## src/rtl/boot_seq_pkg.sv

```systemverilog
package boot_seq_pkg;

  typedef enum logic [2:0] {
    ST_RESET   = 3'd0,
    ST_STANDBY = 3'd1,
    ST_LOAD    = 3'd2,
    ST_DONE    = 3'd3,
    ST_NORMAL  = 3'd4
  } boot_state_e;

endpackage

```

## src/rtl/bseq_rst_strap.sv

```systemverilog
// Reset synchronizer (async assert, sync release) plus the boot strap capture.
module bseq_rst_strap #(
  parameter int RST_STAGES = 2
) (
  input  logic clk,
  input  logic rst_n,
  input  logic strap_n_i,
  output logic rst_q_n,
  output logic serial_sel_n
);

  logic [RST_STAGES-1:0] rst_pipe;

  always_ff @(posedge clk or negedge rst_n) begin
    if (!rst_n) rst_pipe <= '0;
    else        rst_pipe <= {rst_pipe[RST_STAGES-2:0], 1'b1};
  end

  assign rst_q_n = rst_pipe[RST_STAGES-1];

  // Strap is loaded on every edge while the internal reset is low, frozen after.
  always_ff @(posedge clk) begin
    if (!rst_q_n) serial_sel_n <= strap_n_i;
  end

  // strap copy frozen once reset has been released for a full cycle
  p_strap_frozen_r2: assert property (@(posedge clk) disable iff (!rst_n)
    (rst_q_n && $past(rst_q_n)) |-> $stable(serial_sel_n));

endmodule

```

## src/rtl/bseq_wake_det.sv

```systemverilog
// Wake synchronizer and rising-edge detector. Stages reset to 1 so a level
// that is already high at reset release is not seen as a rise.
module bseq_wake_det #(
  parameter int SYNC_STAGES = 2
) (
  input  logic clk,
  input  logic rst_q_n,
  input  logic wake_i,
  output logic wake_rise
);

  logic [SYNC_STAGES-1:0] sync_q;
  logic                   prev_q;

  always_ff @(posedge clk or negedge rst_q_n) begin
    if (!rst_q_n) begin
      sync_q <= '1;
      prev_q <= 1'b1;
    end else begin
      sync_q <= {sync_q[SYNC_STAGES-2:0], wake_i};
      prev_q <= sync_q[SYNC_STAGES-1];
    end
  end

  assign wake_rise = sync_q[SYNC_STAGES-1] & ~prev_q;

  // a rise is a single-cycle pulse
  p_rise_single_r3: assert property (@(posedge clk) disable iff (!rst_q_n)
    wake_rise |=> !wake_rise);

endmodule

```

## src/rtl/bseq_byte_cnt.sv

```systemverilog
// Image byte counter; its low bits form the SRAM offset.
module bseq_byte_cnt #(
  parameter int IMAGE_BYTES = 2048,
  localparam int CNT_W = $clog2(IMAGE_BYTES + 1)
) (
  input  logic             clk,
  input  logic             rst_q_n,
  input  logic             inc,
  output logic [CNT_W-1:0] cnt,
  output logic             last_byte
);

  logic [CNT_W-1:0] cnt_d;

  always_comb begin
    cnt_d = cnt;
    if (inc) cnt_d = cnt + CNT_W'(1);
  end

  always_ff @(posedge clk or negedge rst_q_n) begin
    if (!rst_q_n) cnt <= '0;
    else          cnt <= cnt_d;
  end

  assign last_byte = (cnt == CNT_W'(IMAGE_BYTES - 1));

  // each accepted byte advances the offset by exactly one
  p_step_one_r6: assert property (@(posedge clk) disable iff (!rst_q_n)
    inc |=> cnt == $past(cnt) + CNT_W'(1));
  // without an accepted byte the offset holds
  p_hold_r7: assert property (@(posedge clk) disable iff (!rst_q_n)
    !inc |=> $stable(cnt));
  // counter never passes the image size
  p_no_overflow_r9: assert property (@(posedge clk) disable iff (!rst_q_n)
    cnt <= CNT_W'(IMAGE_BYTES));

endmodule

```

## src/rtl/bseq_fsm.sv

```systemverilog
// Boot sequencing state machine.
module bseq_fsm
  import boot_seq_pkg::*;
(
  input  logic        clk,
  input  logic        rst_q_n,
  input  logic        serial_sel_n,
  input  logic        wake_rise,
  input  logic        byte_ok,
  input  logic        last_byte,
  output boot_state_e state
);

  boot_state_e state_d;

  always_comb begin
    state_d = state;
    unique case (state)
      ST_RESET:   state_d = ST_STANDBY;
      ST_STANDBY: if (wake_rise) state_d = serial_sel_n ? ST_NORMAL : ST_LOAD;
      ST_LOAD:    if (byte_ok && last_byte) state_d = ST_DONE;
      ST_DONE:    state_d = ST_DONE;
      ST_NORMAL:  state_d = ST_NORMAL;
      default:    state_d = ST_RESET;
    endcase
  end

  always_ff @(posedge clk or negedge rst_q_n) begin
    if (!rst_q_n) state <= ST_RESET;
    else          state <= state_d;
  end

  // standby is left only on a wake rise
  p_standby_wait_r3: assert property (@(posedge clk) disable iff (!rst_q_n)
    (state == ST_STANDBY && !wake_rise) |=> state == ST_STANDBY);
  // serial strap value leads to the load phase
  p_serial_path_r2: assert property (@(posedge clk) disable iff (!rst_q_n)
    (state == ST_STANDBY && wake_rise && !serial_sel_n) |=> state == ST_LOAD);
  // the done state is terminal
  p_done_held_r8: assert property (@(posedge clk) disable iff (!rst_q_n)
    state == ST_DONE |=> state == ST_DONE);
  // external boot is terminal
  p_normal_held_r5: assert property (@(posedge clk) disable iff (!rst_q_n)
    state == ST_NORMAL |=> state == ST_NORMAL);

endmodule

```

## src/rtl/serial_boot_seq.sv

```systemverilog
module serial_boot_seq
  import boot_seq_pkg::*;
#(
  parameter int          IMAGE_BYTES = 2048,
  parameter int          SYNC_STAGES = 2,
  parameter int          RST_STAGES  = 2,
  parameter logic [31:0] SRAM_BASE   = 32'h1000_0000,
  localparam int         ADDR_W      = $clog2(IMAGE_BYTES),
  localparam int         CNT_W       = $clog2(IMAGE_BYTES + 1)
) (
  input  logic              clk,
  input  logic              rst_n,
  input  logic              strap_n_i,
  input  logic              wake_i,
  input  logic              rx_valid_i,
  input  logic [7:0]        rx_data_i,
  input  logic              rx_err_i,
  output logic              sram_we_o,
  output logic [ADDR_W-1:0] sram_addr_o,
  output logic [7:0]        sram_wdata_o,
  output logic              jump_o,
  output logic [31:0]       jump_addr_o,
  output logic              ext_fetch_o
);

  logic        rst_q_n;
  logic        serial_sel_n;
  logic        wake_rise;
  logic        byte_ok;
  logic        last_byte;
  logic [CNT_W-1:0] cnt;
  boot_state_e state;

  bseq_rst_strap #(.RST_STAGES(RST_STAGES)) u_rst (
    .clk          (clk),
    .rst_n        (rst_n),
    .strap_n_i    (strap_n_i),
    .rst_q_n      (rst_q_n),
    .serial_sel_n (serial_sel_n)
  );

  bseq_wake_det #(.SYNC_STAGES(SYNC_STAGES)) u_wake (
    .clk       (clk),
    .rst_q_n   (rst_q_n),
    .wake_i    (wake_i),
    .wake_rise (wake_rise)
  );

  assign byte_ok = (state == ST_LOAD) && rx_valid_i && !rx_err_i;

  bseq_byte_cnt #(.IMAGE_BYTES(IMAGE_BYTES)) u_cnt (
    .clk       (clk),
    .rst_q_n   (rst_q_n),
    .inc       (byte_ok),
    .cnt       (cnt),
    .last_byte (last_byte)
  );

  bseq_fsm u_fsm (
    .clk          (clk),
    .rst_q_n      (rst_q_n),
    .serial_sel_n (serial_sel_n),
    .wake_rise    (wake_rise),
    .byte_ok      (byte_ok),
    .last_byte    (last_byte),
    .state        (state)
  );

  assign sram_we_o    = byte_ok;
  assign sram_addr_o  = cnt[ADDR_W-1:0];
  assign sram_wdata_o = rx_data_i;
  assign jump_o       = (state == ST_DONE);
  assign jump_addr_o  = SRAM_BASE;
  assign ext_fetch_o  = (state == ST_NORMAL);

  // the two boot outcomes exclude each other
  p_one_outcome_r10: assert property (@(posedge clk) disable iff (!rst_n)
    !(jump_o && ext_fetch_o));
  // no write strobe before the wake rise has moved the machine on
  p_no_write_standby_r4: assert property (@(posedge clk) disable iff (!rst_n)
    (state == ST_STANDBY) |-> !sram_we_o);
  // once the image is complete no strobe appears
  p_no_write_after_jump_r9: assert property (@(posedge clk) disable iff (!rst_n)
    jump_o |-> !sram_we_o);
  // jump request holds once raised
  p_jump_sticky_r8: assert property (@(posedge clk) disable iff (!rst_q_n)
    jump_o |=> jump_o);

endmodule

```

## config.mk

```make
export PLATFORM = sky130hd
export DESIGN_NAME = serial_boot_seq
export DESIGN_NICKNAME = d
export VERILOG_FILES = /design/src/rtl/boot_seq_pkg.sv /design/src/rtl/bseq_rst_strap.sv /design/src/rtl/bseq_wake_det.sv /design/src/rtl/bseq_byte_cnt.sv /design/src/rtl/bseq_fsm.sv /design/src/rtl/serial_boot_seq.sv
export SDC_FILE = /design/constraint.sdc
export NUM_CORES = 1
export LEC_CHECK = 0
export ABC_AREA = 1
export BUFFER_PORTS_ARGS = -buffer_cell sky130_fd_sc_hd__buf_2
export CAP_MARGIN = 5
export CORE_UTILIZATION = 48
export CTS_CLUSTER_DIAMETER = 80
export DETAILED_ROUTE_END_ITERATION = 10
export PLACE_DENSITY_LB_ADDON = 0.12
export SETUP_SLACK_MARGIN = 0.15
export SLEW_MARGIN = 10
export SYNTH_ARGS = -nofsm -noshare
export SYNTH_HDL_FRONTEND = slang
export SYNTH_HIERARCHICAL = 1
export SYNTH_SLANG_ARGS = --single-unit
```

## constraint.sdc

```tcl
create_clock -name clk -period 2.9 [get_ports clk]
set_input_delay 0.725 -clock clk [delete_from_list [all_inputs] [get_ports clk]]
set_output_delay 0.725 -clock clk [all_outputs]
set_load 0.02 [all_outputs]
```

# After elaboration in Yosys (flattened, before gate mapping)

Index checks and enable logic that the tools add are counted.

Output and inout bits: 54
Register bits: 21
Bits of input ports: 14
Word-level logic and storage cells: 26

Mux-type cells: 4
Bitwise gates (word level): 2
Reductions and logical operators: 6
Add/sub/neg operators: 1
Equality and inequality tests: 7

Operators by type and width:

| cell                                                                     | number |
|---|---|
| 3-bit one-hot mux with 5 select lines                                    | 1 |
| 12-bit by 1-bit adder with 12-bit output (second input constant)         | 1 |
| 12-bit by 11-bit equality test with 1-bit output (second input constant) | 1 |
| 3-bit 2-to-1 mux                                                         | 3 |
| 3-bit by 2-bit equality test with 1-bit output (second input constant)   | 2 |
| 2-bit by 1-bit != test with 1-bit output (second input constant)         | 2 |
| 3-bit by 1-bit equality test with 1-bit output (second input constant)   | 1 |
| 3-bit equality test (second input constant)                              | 1 |
| 1-bit logical AND                                                        | 3 |
| 3-bit zero test                                                          | 1 |
| 2-bit AND reduction                                                      | 1 |
| 1-bit AND                                                                | 1 |
| 1-bit zero test                                                          | 1 |
| 1-bit NOT                                                                | 1 |

# Depth between registers and ports, before layout

Depth in word-level cells: 6
Mapped depth: 9
Depth with buffers taken out: 9

# Modules after synthesis

The synthesis kept the hierarchy.

By module, submodules not included:

| module          | area each (µm²) | times used | cells each |
|---|---|---|---|
| bseq_byte_cnt   | 618.1           | 1          | 72 |
| serial_boot_seq | 340.3           | 1          | 50 |
| bseq_fsm        | 147.6           | 1          | 20 |
| bseq_wake_det   | 88.8            | 1          | 5 |
| bseq_rst_strap  | 87.6            | 1          | 5 |

# Worst setup path before layout

Ideal clock, no wire load.

Path type: input port to flip-flop
Start point: in rx_err_i
End point: reg u_cnt.cnt[5]
Buffers on the path: 0
Setup time: 124 ps
Data arrival time: 1,916 ps
Setup slack: 860 ps
Cell stages on the path: 7
Cell sequence: inv_1 -> nand3_1 -> nor2_1 -> nand2_1 -> nor2_4 -> nand3_1 -> xor2_1

Cells in the longest elaborated chain, start to end: 2

Ends and longest elaborated chain:

| element                | RTL line              | RTL |
|---|---|---|
| start: declaration     | serial_boot_seq.sv:17 | `input logic rx_err_i,` |
| 1-bit zero test        | serial_boot_seq.sv:49 | `assign byte_ok = (state == ST_LOAD) && rx_valid_i && !rx_err_i;` |
| 1-bit logical AND      | serial_boot_seq.sv:49 |  |
| via sram_we_o          | serial_boot_seq.sv:18 | `output logic sram_we_o,` |
| end signal: assignment | bseq_byte_cnt.sv:22   | `else cnt <= cnt_d;` |
| end: declaration       | bseq_byte_cnt.sv:9    | `output logic [CNT_W-1:0] cnt,` |

The timed path passes the listed nets, and every way through them passes these cells.
A chain may end at the register's enable or synchronous reset.

# Worst setup path in the final report

Start point: in rx_err_i
End point: out sram_we_o

Cells in the longest elaborated chain, start to end: 2

Ends and longest elaborated chain:

| element           | RTL line |
|---|---|
| 1-bit zero test   | serial_boot_seq.sv:49 |
| 1-bit logical AND | serial_boot_seq.sv:49 |
| end: declaration  | serial_boot_seq.sv:18 |

No other way between the ends.

==> key figures <==
Power
  – Part of the power in combinational logic: 0.280
  – Worst VDD drop: 0.3122 mV
  – NetSw: 0.2650 mW
  – Flop pwr share: 0.525
  – P_int: 0.4454 mW
  – Power per cell area: 563.3 nW/µm²
  – Leakage: between 0.7 and 0.8 nW
  – Clock network power share: 0.195
  – Sw Ratio: 0.3730

Route
  – Vias: 834
  – 1st-iter DRT viols: 15
  – ANT nets after route: 0
  – # DRC: 0
  – Wire per inst: 9.398 µm
  – DR vias/cell: about 4.3
  – Routed wire length: 1.842 mm
  – First-pass DRT Iterations: 5

Timing
  – Setup_tns: 0 ns
  – Fin. Hold Viols: 0
  – Highest Clock Rate: approximately 450 MHz
  – Hold Worst Slack: 0.1891 ns
  – Fin crit share: 0.7647
  – Max-slew violation count: 0
  – Fin crit period: 2.218 ns
  – Setup Viol. Count Final: 0
  – Post-route setup slack: 0.6822 ns
  – Skew final: 0.003739 ns
  – RSZ-0062 raised after global routing: false

Placed design
  – Port bufs: 19
  – Placed cells: 192
  – Routability cong.: 0.7722
  – Pre-CTS WS: ~0.68 ns
  – Hpwl dp: 1.403 mm

Critical path
  – Critical path class: in -> out
  – Crit path max fanout: 6
  – CP required: 2.17 ns
  – Critical Path Start Type: primary input
  – R2r setup slk: 1.20 ns
  – Crit path capture: sram_we_o
  – R2r startpoint: u_fsm/state[2]
  – Crit end category: primary output
  – R2R Path End: u_cnt/cnt[8]
  – Critical Path Start: rx_err_i
  – Worst EP arrival: 1.49 ns
  – Worst Reg-to-Reg Cells: 8

Clock network
  – Clock Path Buffers: 2
  – Clock latency on the worst-skew pair: approximately 0.3 ns
  – CTS buffer count: 3
  – Post-CTS Setup Bufs: 0
  – Root Driver: clkbuf_4
  – Maximum level of the CTS H-tree: 1
  – Worst-path clk slew: between 0.1 and 0.15 ns
  – Hold buffers post-CTS: 0
  – Clock sink count: 21
  – CTS tree: built
  – Post_cts resized: 0

Global routing
  – Largest net degree at the start of global routing: 20
  – Gr ovfl total: 0
  – Gr usage total: 0.1513
  – Number of global-route vias before repair: approximately 720
  – Initial antenna violation count: 0
  – Global-route wire length before repair: 3.091 mm

Status
  – Status: finished, final reports clean

Finish
  – Commonest non-fill, non-tap cell in the layout: conb_1
  – Share of cells above drive strength 1: 0.2169
  – Commonest non-fill, non-tap cells in the layout: 33 x conb_1, 25 x nand2_1, 20 x inv_1, 19 x buf_2, 17 x dfrtp_1
  – Diodes inserted: 0
  – Final Instance Count excl. Fillers: 196
  – Area Overhead vs Synth: -1.659%
  – Final #Nets: 182
  – # fillers: 248

Worst hold path
  – Hold Path Class: in -> async

Floorplanning
  – Die area: 2883 µm²
  – Die height: approximately 54 µm
  – Die width: 53.69 µm
  – Row count: 18
  – I/O pins: 68
  – Core Area: 2500 µm²
  – Starting Density: 0.5130

Logic synthesis
  – Seq cells post-synth: 21
  – Yosys top cell area share: 0.3317
  – Synth top area cells: dfrtp_1 33%, buf_4 23%, nand2_1 7.3%, dfstp_2 6.1%, inv_1 5.9%
  – Syn Area/Cell: approximately 8.4 µm²
  – Synth Instances: 152
  – Sequential-to-total area share from yosys stat: 0.4166
  – Syn. warnings: 6
  – Synthesized area: 1282 µm²
  – Post-synthesis cell type count: 21
  – Yosys top cell by area: dfrtp_1

Job
  – Max Cap Violations: 0
## worst min path at each step
| stage | from | slack, ns | end |
|---|---|---|---|
| after CTS | rst_n | 0.18 | u_rst/rst_pipe[1] |
| final | rst_n | 0.19 | u_rst/rst_pipe[0] |
| after global placement | u_rst/rst_pipe[1] | 0.20 | u_cnt/cnt[3] |
| after global routing | rst_n | 0.17 | u_rst/rst_pipe[0] |
| after detailed placement | u_rst/rst_pipe[1] | 0.22 | u_cnt/cnt[3] |
| after floorplan | u_rst/rst_pipe[1] | 0.23 | u_cnt/cnt[0] |
## worst max-delay path, stage by stage
cell	delay, ns
buf_2	0.09
inv_1	0.04
nand3_1	0.05
nor2_1	0.33
buf_2	0.25
## flip-flops by register name, indices dropped and copies added (netlist names)
signal              count
u_cnt/cnt              12
u_fsm/state             3
u_rst/rst_pipe          2
u_wake/sync_q           2
u_rst/serial_sel_n      1
u_wake/prev_q           1
## cell type report
cell class | instances | area (µm²) | area share
tap | 30 | 37.54 | 0.02976
multi-input combinational | 99 | 478.0 | 0.3790
timing repair buffer | 20 | 102.6 | 0.08135
inverter | 22 | 82.58 | 0.06548
clock buffer | 4 | 26.28 | 0.02083
sequential | 21 | 534.3 | 0.4236
## stage by stage
stage / instance area (µm²) / util / total power [mW]
after floorplan: 1395 / - / 0.5702
after global placement: 1235 / 0.4940 / 0.5698
after detailed placement: 1235 / 0.4940 / 0.5777
after CTS: 1261 / 0.5045 / 0.7169
after global routing: 1261 / 0.5045 / 0.7572
final: 1261 / 0.5045 / 0.7104
## Yosys cell counts
cell type and instances:
buf_4 40, nand2_1 25, inv_1 20, dfrtp_1 17
nand3_1 11, nor2_1 7, xor2_1 5, conb_1 3
dfstp_2 3, nand4_1 3, nor2_4 3, inv_2 2
nand2_2 2, nor2_2 2, nor3_1 2, o21ai_1 2
a21oi_1 1, edfxtp_1 1, ha_1 1, mux2_2 1
xnor2_1 1
## per-layer routing
metal,vias to the layer above,GRT usage,share of wire
met2,49,0.2387,0.45
li1,413,-,-
met5,-,0,0
met1,364,0.1810,0.45
met3,8,0.03390,0.068
met4,0,0.1053,0.025
## cells by family (layout without fill, tap and decap cells)
logic type | count (synthesis) | after routing | share of synthesized area
compound gates | 3 | 3 | 0.01170
xor+xnor | 6 | 6 | 0.04098
fa+ha+maj | 1 | 1 | 0.009755
buf+inv | 62 | 46 | 0.2985
flops | 21 | 21 | 0.4166
mux | 1 | 1 | 0.008780
other cells | 3 | 33 | 0.008780
simple gates | 55 | 55 | 0.2049
## power by group through the flow
stage               Sequential [mW]  Clock [mW]  Combinational [mW]
CTS                           0.373       0.144               0.200
finish                        0.373       0.138               0.199
global route                  0.380       0.155               0.222
floorplan                     0.397           0               0.173
global placement              0.375           0               0.194
detailed placement            0.379           0               0.199
No activity file was read; power rests on OpenSTA's default activity.
